$ cat config.mk
export PLATFORM = sky130hd
export DESIGN_NAME = mbox_status_ctrl
export DESIGN_NICKNAME = d
export VERILOG_FILES = /design/src/rtl/mbox_pkg.sv /design/src/rtl/mbox_slot.sv /design/src/rtl/mbox_sticky.sv /design/src/rtl/mbox_status_ctrl.sv
export SDC_FILE = /design/constraint.sdc
export NUM_CORES = 1
export LEC_CHECK = 0
export BUFFER_PORTS_ARGS = -buffer_cell sky130_fd_sc_hd__buf_2
export CAP_MARGIN = 40
export CELL_PAD_IN_SITES_DETAIL_PLACEMENT = 1
export CELL_PAD_IN_SITES_GLOBAL_PLACEMENT = 1
export CORE_ASPECT_RATIO = 0.7
export CORE_MARGIN = 2
export CORE_UTILIZATION = 40
export CTS_CLUSTER_DIAMETER = 50
export DETAILED_ROUTE_END_ITERATION = 16
export PLACE_DENSITY_LB_ADDON = 0.3
export SYNTH_ARGS = -nofsm -noshare
export SYNTH_HDL_FRONTEND = slang
export SYNTH_SLANG_ARGS = --single-unit
$ cat constraint.sdc
create_clock -name clk -period 2.3 [get_ports clk]
set_clock_uncertainty 0.05 [all_clocks]
set_input_delay 0.23 -clock clk [delete_from_list [all_inputs] [get_ports clk]]
set_output_delay 0.23 -clock clk [all_outputs]
set_load 0.01 [all_outputs]
$ cat src/rtl/mbox_pkg.sv
package mbox_pkg;
    localparam int MBOX_CNT      = 3;
    localparam int MBOX_BASE     = 8'h08;
    localparam int STAT_ADDR     = 8'h0B;
    localparam int IEN_ADDR      = 8'h0C;
    localparam int HDR_END_ADDR  = 8'h0D;

    // status bit positions (decoded by software)
    localparam int ST_CHG_TOP    = 7;   // mailbox k change flag at ST_CHG_TOP-k
    localparam int ST_PLL        = 4;
    localparam int ST_HDR        = 3;
    localparam int ST_MOTOR      = 2;
    localparam int ST_FIFO       = 1;
endpackage

$ cat src/rtl/mbox_slot.sv
module mbox_slot #(
    parameter int DATA_W     = 8,
    parameter bit CLEAR_BIT1 = 1'b0
) (
    input  logic              clk,
    input  logic              rst_n,
    input  logic              wr_hit,
    input  logic              rd_hit,
    input  logic [DATA_W-1:0] wdata,
    output logic [DATA_W-1:0] value,
    output logic              changed
);
    localparam logic [DATA_W-1:0] KEEP_MASK =
        CLEAR_BIT1 ? ~(DATA_W'(2)) : {DATA_W{1'b1}};

    typedef struct packed {
        logic [DATA_W-1:0] val;
        logic              chg;
    } slot_t;

    slot_t slot_d, slot_q;

    always_comb begin
        slot_d = slot_q;
        if (rd_hit) slot_d.chg = 1'b0;
        if (wr_hit) begin
            slot_d.val = wdata & KEEP_MASK;
            slot_d.chg = 1'b1;          // write wins over a same-cycle read
        end
    end

    always_ff @(posedge clk or negedge rst_n) begin
        if (!rst_n) slot_q <= '0;
        else        slot_q <= slot_d;
    end

    assign value   = slot_q.val;
    assign changed = slot_q.chg;
endmodule

$ cat src/rtl/mbox_sticky.sv
module mbox_sticky (
    input  logic clk,
    input  logic rst_n,
    input  logic set_evt,
    input  logic clr_req,
    output logic flag
);
    typedef struct packed {
        logic flag;
    } sticky_t;

    sticky_t st_d, st_q;

    always_comb begin
        st_d = st_q;
        if (clr_req) st_d.flag = 1'b0;
        if (set_evt) st_d.flag = 1'b1;  // new event beats the clear
    end

    always_ff @(posedge clk or negedge rst_n) begin
        if (!rst_n) st_q <= '0;
        else        st_q <= st_d;
    end

    assign flag = st_q.flag;
endmodule

$ cat src/rtl/mbox_status_ctrl.sv
module mbox_status_ctrl #(
    parameter int ADDR_W   = 8,
    parameter int DATA_W   = 8,
    parameter bit ID_QUIRK = 1'b1
) (
    input  logic              clk,
    input  logic              rst_n,
    input  logic [ADDR_W-1:0] addr,
    input  logic              wr_en,
    input  logic              rd_en,
    input  logic [DATA_W-1:0] wdata,
    output logic [DATA_W-1:0] rdata,
    input  logic              pll_lock_i,
    input  logic              motor_ovf_i,
    input  logic              fifo_ovf_evt_i,
    input  logic              hdr_new_i,
    output logic              irq_n
);
    import mbox_pkg::*;

    localparam logic [ADDR_W-1:0] A_STAT = ADDR_W'(STAT_ADDR);
    localparam logic [ADDR_W-1:0] A_IEN  = ADDR_W'(IEN_ADDR);
    localparam logic [ADDR_W-1:0] A_HEND = ADDR_W'(HDR_END_ADDR);

    logic [MBOX_CNT-1:0]   mb_wr, mb_rd, mb_chg;
    logic [DATA_W-1:0]     mb_val [MBOX_CNT];
    logic                  fifo_flag, hdr_flag;
    logic [DATA_W-1:0]     status_w;

    genvar k;
    generate
        for (k = 0; k < MBOX_CNT; k++) begin : g_mbox
            localparam logic [ADDR_W-1:0] A_MB = ADDR_W'(MBOX_BASE + k);
            assign mb_wr[k] = wr_en && (addr == A_MB);
            assign mb_rd[k] = rd_en && (addr == A_MB);
            mbox_slot #(
                .DATA_W    (DATA_W),
                .CLEAR_BIT1(ID_QUIRK && (k == MBOX_CNT - 1))
            ) u_slot (
                .clk    (clk),
                .rst_n  (rst_n),
                .wr_hit (mb_wr[k]),
                .rd_hit (mb_rd[k]),
                .wdata  (wdata),
                .value  (mb_val[k]),
                .changed(mb_chg[k])
            );
        end
    endgenerate

    mbox_sticky u_fifo (
        .clk    (clk),
        .rst_n  (rst_n),
        .set_evt(fifo_ovf_evt_i),
        .clr_req(rd_en && (addr == A_STAT)),
        .flag   (fifo_flag)
    );

    mbox_sticky u_hdr (
        .clk    (clk),
        .rst_n  (rst_n),
        .set_evt(hdr_new_i),
        .clr_req(rd_en && (addr == A_HEND)),
        .flag   (hdr_flag)
    );

    // interrupt-enable register, two-process
    typedef struct packed {
        logic [DATA_W-1:0] ien;
    } ctl_t;

    ctl_t ctl_d, ctl_q;

    always_comb begin
        ctl_d = ctl_q;
        if (wr_en && (addr == A_IEN)) ctl_d.ien = wdata;
    end

    always_ff @(posedge clk or negedge rst_n) begin
        if (!rst_n) ctl_q <= '0;
        else        ctl_q <= ctl_d;
    end

    always_comb begin
        status_w = '0;
        for (int i = 0; i < MBOX_CNT; i++) status_w[ST_CHG_TOP - i] = mb_chg[i];
        status_w[ST_PLL]   = pll_lock_i;
        status_w[ST_HDR]   = hdr_flag;
        status_w[ST_MOTOR] = motor_ovf_i;
        status_w[ST_FIFO]  = fifo_flag;
    end

    always_comb begin
        rdata = '0;
        if (addr == A_STAT)      rdata = status_w;
        else if (addr == A_IEN)  rdata = ctl_q.ien;
        for (int i = 0; i < MBOX_CNT; i++)
            if (addr == ADDR_W'(MBOX_BASE + i)) rdata = mb_val[i];
    end

    assign irq_n = ~|(status_w & ctl_q.ien);
endmodule

# [Yosys cells after proc, flatten, opt, wreduce, memory -nomap -nowiden]
# Cells that the tools add are included.
[totals] in_bits=24 elab_cells=47 ff_bits=36 output_inout_bits=9
[op_classes] n_mux=15 bitwise_logic=1 reduce_logical=16 eq_ne=6
[ops] cell="$eq 8x4->1 const B" n=6
[ops] cell="$mux 8" n=5
[ops] cell="$mux 1" n=10
[ops] cell="$reduce_bool 2->1" n=5
[ops] cell="$logic_and 1x1->1" n=9
[ops] cell="$and 8x8->8" n=1
[ops] cell="$reduce_or 8->1" n=1
[ops] cell="$logic_not 1->1" n=1

# [Longest topological paths before layout]
# Gate-level depths: netlist of run 1.
[depth] word_depth=6 depth_mapped=6

# [Modules after synthesis]
# Synthesis of run 1 repeated with hierarchy kept, for this count alone.
[hier_totals] hier_cells=157 hier_area_um2=1965.6
[by_module_without_submodules] mod="mbox_status_ctrl" area_each_um2=814.5 seq_area_each_um2=200.2 instances=1 cells_each=91
[by_module_without_submodules] mod="mbox_slot (g_mbox[0].u_slot ...)" area_each_um2=369.1 seq_area_each_um2=225.2 instances=2 cells_each=20
[by_module_without_submodules] mod="mbox_slot (g_mbox[2].u_slot)" area_each_um2=340.3 seq_area_each_um2=200.2 instances=1 cells_each=20
[by_module_without_submodules] mod="mbox_sticky" area_each_um2=36.3 seq_area_each_um2=25.0 instances=2 cells_each=3

# [Least setup slack after synthesis of run 1]
# OpenSTA, ideal clock, no wires.
[synth_path] path_kind="input-to-output" start="input port addr[7]" end="output port rdata[2]" arrival_ns=1.230 path_slack_ns=0.790 required_time_ns=2.020 stages=3 cell_sequence="or4_1 > nor2_2 > a32o_1"
[synth_between] elab_chain_cells=6
[synth_rtl] item="start, declared" line="mbox_status_ctrl.sv:8" rtl="input logic [ADDR_W-1:0] addr,"
[synth_rtl] item="$eq 8x4->1" line="mbox_status_ctrl.sv:96" rtl="else if (addr == A_IEN) rdata = ctl_q.ien;"
[synth_rtl] item="$mux 8" line="mbox_status_ctrl.sv:96"
[synth_rtl] item="$mux 8" line="mbox_status_ctrl.sv:95" rtl="if (addr == A_STAT) rdata = status_w;"
[synth_rtl] item="$mux 8 (2 in series)" line="mbox_status_ctrl.sv:98" rtl="if (addr == ADDR_W'(MBOX_BASE + i)) rdata = mb_val[i];"
[synth_rtl] item="$mux 8 *" line="mbox_status_ctrl.sv:98"
[synth_rtl] item="end, declared" line="mbox_status_ctrl.sv:12" rtl="output logic [DATA_W-1:0] rdata,"
# Mark *: on every way between the ends. The rest lies on a longest branch, timed or not.

# [Worst setup path in the final report of run 1]
[layout_path] start="input port addr[7]" end="output port rdata[6]"
# The elaborated chain is that of the path after synthesis.

==> key figures, run 1 <==
Layout
  • N_diodes: 0
  • # nets final: 226
  • Final Util: 0.501
  • Area Overhead vs Synth: 17.4%
  • Layout cell share with drive strength beyond 1: 0.409
  • Filler instances: 491

Clock network
  • CTS Buf Count: 5
  • Root buf cell: clkbuf_8
  • Sink Count: 36
  • Clock slew at reported path FFs: 0.07 ns
  • TritonCTS clock tree: yes
  • Clk_lat worst skew: 0.29 ns
  • H-tree levels: 2
  • PostCTS Resize Cnt: 0
  • Post-CTS Setup Inserts: 0
  • Clock Tree Buf Depth: 2

Worst setup path
  • WP data required: 2.02 ns
  • Critical-path maximum fanout: 6
  • Worst path cell trace: buf_2, or4_1, nor2_2, a32o_1, buf_2
  • Most used cell, CP: buf_2
  • Data arrival, critical path: 1.69 ns
  • Critical Path Start Type: primary input
  • Critical path type: in -> out
  • CP max stage cell: or4_1
  • Crit. End Element: output port
  • Worst path max stage delay: 0.62 ns

Yosys
  • Cell count after synthesis: 166
  • Sequential-to-total area share from yosys stat: 0.474
  • Mux contribution to synthesized area: 0.189
  • Synth warn: 0
  • Post-synthesis compound-gate area fraction: 0.137
  • Post-Synth Adder-Cell Area: 0
  • Mapped Avg Cell Area: 11.5 µm²
  • Register bit count reported by yosys: 36
  • Post-Synthesis Net Count: 190
  • Synthesized area: 1900 µm²
  • Largest family of logic cells by synthesized area: multiplexers
  • Top_reg_cell synth: dfrtp_1
  • Netlist cell types: 36
  • Post-Synth XOR/XNOR Area: 0
  • Simple logic cell fraction of the synthesized area: 0.173
  • Async SR Flop Fraction: 1.00
  • Post-synth EDFFs: 0

Floorplan
  • Height of the die: 61.7 µm
  • Initial Utilization: 0.427
  • Die width: 86.4 µm
  • Site Rows: 20
  • Die ar.: 5330 µm²
  • Core Region: 4450 µm²
  • Io pins: 33

Global routing
  • Largest net degree at the start of global routing: 37
  • Grt met1 use: 0.297
  • Met2 Resource Use GR: 0.369
  • GR Layer Usage met3: 0.0449
  • Grt peak-use layer: met2
  • Vias in the first global route: 1700
  • First-pass GRT wire length: 8830 µm
  • Tot GR Track Use: 0.228
  • Total grt overflow: 0
  • Initial antenna violation count: 0

Hold path
  • Hold/Removal Path Class: in -> reg

STA
  • Fmax: 0.506 GHz
  • Final count of negative-setup-slack endpoints: 0
  • Final setup margin: 0.325 ns
  • Slew headroom: 0.451
  • Final setup TNS: 0 ns
  • Final Hold Fails: 0
  • Fin crit period: 1.97 ns
  • Fin crit share: 0.859
  • Unrepaired setup endpoints after global routing: false
  • Actual slew at the worst max-slew pin: 0.824 ns
  • Final Max Slew Viols: 0
  • Worst hold margin: 0.0699 ns

Detailed routing
  • Post-route ant nets: 0
  • 1st-iter DRT viols: 80
  • Final wirelength: 5310 µm
  • Vias: 1521
  • Pre-antenna DRT Iters: 4
  • Drt wl/cell: 20.6 µm
  • Post-route DRC: 0
  • Via density: 5.90

Power
  • Pleak: 0.00107 µW
  • PwrDens: 627 nW/µm²
  • Max VDD drop: 0.000319 V

Placement
  • GPL Wtd Cong: 0.795
  • Port bufs: 32
  • Final HPWL DP: 3790 µm
  • Worst slack at placement: 0.318 ns

Run
  • Max-Cap Viols: 0

Run status
  • Outcome: complete, no violations
==> layer usage <==
| layer | wire length, µm | vias up |
|---|---|---|
| met5 | 0 | - |
| met4 | 123 | 0 |
| met2 | 2530 | 43 |
| met3 | 292 | 12 |
| li1 | - | 692 |
| met1 | 2360 | 774 |
==> power breakdown <==
part	leakage, µW	internal, µW	switching, µW	total, µW
Sequential	0.000486	663	20.9	684
Clock	0.0000541	321	240	560
Combinational	0.000532	64.5	92.2	157
Total	0.00107	1050	353	1400
==> path summary, 6_finish.rpt <==
| path | from | to | slack (ns) | cells after the start |
|---|---|---|---|---|
| max | addr[7] | rdata[6] | 0.33 | 5 |
| min in group asynchronous | rst_n | g_mbox[0].u_slot.value[0] | 0.52 | 2 |
| min reg2reg | g_mbox[0].u_slot.value[4] | g_mbox[0].u_slot.value[4] | 0.46 | 1 |
| max reg2reg | ctl_q[2] | ctl_q[2] | 1.44 | 1 |
| max in group asynchronous | rst_n | ctl_q[3] | 1.17 | 2 |
| min | fifo_ovf_evt_i | u_fifo.flag | 0.07 | 2 |
==> per-stage QoR <==
step / area [µm²] / cells / total power, µW
CTS: 2230 / 258 / 1420
finish: 2230 / 258 / 1400
floorplan: 1900 / 166 / 775
detailed placement: 2110 / 249 / 851
global placement: 2110 / 249 / 839
global route: 2230 / 258 / 1460
==> Yosys cell counts (all sizes together) (2+ instances only) <==
| cell type | instances | share of area |
|---|---|---|
| dfrtp | 36 | 0.47 |
| mux2 | 31 | 0.18 |
| nand2 | 15 | 0.030 |
| nor2 | 15 | 0.031 |
| o21ai | 15 | 0.039 |
| buf | 8 | 0.026 |
| a22o | 7 | 0.032 |
| a32o | 6 | 0.032 |
| nand4 | 5 | 0.036 |
| nor2b | 4 | 0.014 |
| nand3 | 3 | 0.014 |
| a22oi | 2 | 0.0079 |
| a31oi | 2 | 0.0066 |
| nand2b | 2 | 0.0066 |
| nor3 | 2 | 0.011 |
==> registers in the layout (all words and copies together), names as in the netlist <==
register / flops
ctl_q: 8
u_hdr.flag: 1
u_fifo.flag: 1
g_mbox.u_slot.changed: 3
g_mbox.u_slot.value: 23
==> layout by cell type (no fill, tap or decap), types with 2 or more instances in the layout <==
master and n:
nor2b_1 3, a32o_1 6, a31oi_1 2, a22o_1 7, nand4_4 2, o21ai_0 15, buf_2 32, a22oi_1 2
nand2_1 15, mux2_2 31, nand2b_1 2, dfrtp_1 36, clkbuf_8 5, nand3_1 2, nor2_1 14, buf_4 4
nand4_1 2
==> cell families after synthesis <==
group / after synthesis
simple gates: 52
buf+inv: 9
flops: 36
compound gates: 37
mux: 32
==> worst max-delay path: cells and delay by family <==
family / cells / cell delay [ns]
simple gates: 2 / 1.00
buf+inv: 2 / 0.26
compound gates: 1 / 0.21
==> area by class of cell <==
type / instances / area, µm² / share of cell area
clock inverters: 3 / 42.5 / 0.0190
clock buffers: 5 / 68.8 / 0.0308
inverters: 1 / 3.75 / 0.00168
flip-flops and latches: 36 / 901 / 0.403
well taps: 55 / 68.8 / 0.0308
multi-input cells: 121 / 948 / 0.425
repair buffers: 37 / 200 / 0.0896
==> timing repair <==
item / CTS / global route
setup endpoints to repair: 0 / 0
hold buffers: 1 / 0
endpoints found under the hold margin: 29 / 0
Power figures use the tool's default switching activity.
==> run 2: changes to the inputs <==
- CORE_ASPECT_RATIO: 0.7 -> 1.5
==> run 2 against run 1 <==
The run now ends with hold timing left. Clock power fell by 25%. Utilization fell by 1.7 points. Maximum frequency rose by 1.2%. Via count fell by 1.2%. Setup slack improved by 0.024 ns. Die area barely moved. Critical path depth did not move. Non-clock buffer count fell by 1. Sequential share of layout area rose by 0.60 points. Combinational power barely moved. Worst hold slack got worse by 0.076 ns.
==> key figures, run 2 (synthesis gave the netlist of run 1 again) <==
Run status
  • Outcome: complete, but fails checks (was complete, no violations)
  • Failing checks: hold timing

Clock network
  • Clk_lat worst skew: 0.28 ns (was 0.29 ns)
  • Root buf cell: clkbuf_8 (unchanged)
  • CTS Buf Count: 5 (unchanged)
  • H-tree levels: 2 (unchanged)
  • CTS hold repair buffers: 0 (was 1)
  • TritonCTS clock tree: yes (unchanged)
  • Clock slew at reported path FFs: 0.07 ns (about the same)
  • Sink Count: 36 (unchanged)
  • Clock Tree Buf Depth: 2 (unchanged)
  • Post-CTS Setup Inserts: 0 (unchanged)
  • PostCTS Resize Cnt: 0 (unchanged)

STA
  • Fin crit period: 1.95 ns (was 1.97 ns)
  • Fin crit share: 0.848 (was 0.859)
  • Final count of negative-setup-slack endpoints: 0 (unchanged)
  • Final Hold Fails: 8 (was 0)
  • Final setup TNS: 0 ns (unchanged)
  • Worst hold margin: -0.00598 ns (was 0.0699 ns)
  • Final Max Slew Viols: 0 (unchanged)
  • Unrepaired setup endpoints after global routing: false (unchanged)
  • Fmax: 0.512 GHz (was 0.506 GHz)
  • Actual slew at the worst max-slew pin: 0.839 ns (was 0.824 ns)
  • Slew headroom: 0.441 (was 0.451)

Run
  • Max-Cap Viols: 0 (unchanged)

Layout
  • # nets final: 225 (was 226)
  • N_diodes: 0 (unchanged)
  • Footprint of the multi-input gates: 948 µm² (unchanged)
  • Area Overhead vs Synth: 15.7% (was 17.4%)
  • Sequential standard cell area: 901 µm² (unchanged)
  • Commonest cells after routing, fill and taps aside: dfrtp_1, buf_2, mux2_2 (unchanged)
  • Most common cell after layout, fill and taps aside: dfrtp_1 (unchanged)
  • Max reg flops: 23 (unchanged)
  • Layout cell share with drive strength beyond 1: 0.403 (was 0.409)
  • Filler instances: 521 (was 491)

Placement
  • GPL Wtd Cong: 0.812 (was 0.795)
  • Port bufs: 32 (unchanged)
  • Final HPWL DP: 3570 µm (was 3790 µm)

Detailed routing
  • Wl on met1: 2030 µm (was 2360 µm)
  • DR top layer: met4 (unchanged)
  • Vias: 1503 (was 1521)
  • Via density: 5.67 (was 5.90)
  • Post-route ant nets: 0 (unchanged)
  • Met3 wire len: 169 µm (was 292 µm)
  • Pre-antenna DRT Iters: 4 (unchanged)
  • Final wirelength: 4970 µm (was 5310 µm)
  • Drt wl/cell: 18.8 µm (was 20.6 µm)
  • Post-route DRC: 0 (unchanged)
  • Met2 wire len: 2700 µm (was 2530 µm)
  • 1st-iter DRT viols: 56 (was 80)

Hold path
  • Hold/Removal Path Class: in -> async (was in -> reg)

Worst setup path
  • FF-to-FF setup slack: 1.46 ns (was 1.44 ns)
  • WP data required: 2.02 ns (about the same)
  • R2r endpoint: g_mbox[1].u_slot.value[1] (was ctl_q[2])
  • Critical path type: in -> out (unchanged)
  • Reg2reg start: g_mbox[1].u_slot.value[1] (was ctl_q[2])
  • Critical Path Start Type: primary input (unchanged)
  • Crit. End Element: output port (unchanged)
  • Critical-path maximum fanout: 6 (unchanged)
  • Data arrival, critical path: 1.67 ns (was 1.69 ns)
  • FF-to-FF path depth: 1 (unchanged)

Floorplan
  • Io pins: 33 (unchanged)
  • Die width: 60.3 µm (was 86.4 µm)
  • Core Region: 4540 µm² (was 4450 µm²)
  • Height of the die: 88.5 µm (was 61.7 µm)
  • Die ar.: 5330 µm² (about the same)
  • Site Rows: 30 (was 20)
  • Initial Utilization: 0.419 (was 0.427)

Global routing
  • Vias in the first global route: 1659 (was 1700)
  • First-pass GRT wire length: 8270 µm (was 8830 µm)
  • Largest net degree at the start of global routing: 37 (unchanged)
  • Tot GR Track Use: 0.212 (was 0.228)
  • Initial antenna violation count: 0 (unchanged)
  • Total grt overflow: 0 (unchanged)

Power
  • PwrDens: 570 nW/µm² (was 627 nW/µm²)
  • Max VDD drop: 0.000408 V (was 0.000319 V)
  • Pleak: 0.00106 µW (was 0.00107 µW)
run 2: worst max-delay path, stage by stage:
cell    delay (ns)
buf_2         0.12
or4_1         0.61
nor2_2        0.38
a32o_1        0.20
buf_2         0.13
run 2: stage by stage:
step	setup slack [ns]	utilization	cells	instance area (µm²)	power, µW
after floorplan	0.790	-	166	1900	775
after global placement	0.408	0.467	258	2120	839
after detailed placement	0.354	0.467	258	2120	849
after CTS	0.350	0.485	265	2200	1270
after global routing	0.246	0.485	265	2200	1320
final	0.349	0.485	265	2200	1250
run 2: power by group:
group	internal, µW	switching, µW
Combinational	63.4	90.7
Sequential	663	18.7
Clock	206	213
Total	932	322
run 2: worst max path at each step:
stage,cells after the start,slack (ns),start,to
final,5,0.35,addr[7],rdata[4]
after global routing,6,0.25,addr[0],rdata[7]
after CTS,5,0.35,addr[7],rdata[4]
after detailed placement,5,0.35,addr[7],rdata[4]
after global placement,5,0.41,addr[7],rdata[6]
after floorplan,3,0.79,addr[7],rdata[2]
run 2: area by class of cell:
class / count / share of cell area
multi-input combinational: 121 / 0.431
sequential: 36 / 0.409
timing repair buffer: 36 / 0.0864
tap: 64 / 0.0364
clock buffer: 6 / 0.0330
clock inverter: 1 / 0.00227
inverter: 1 / 0.00171
run 2: layer usage:
layer | vias up | global-route usage
met4 | 0 | 0.0808
met2 | 27 | 0.373
li1 | 695 | -
met1 | 774 | 0.253
met3 | 7 | 0.0365
met5 | - | 0
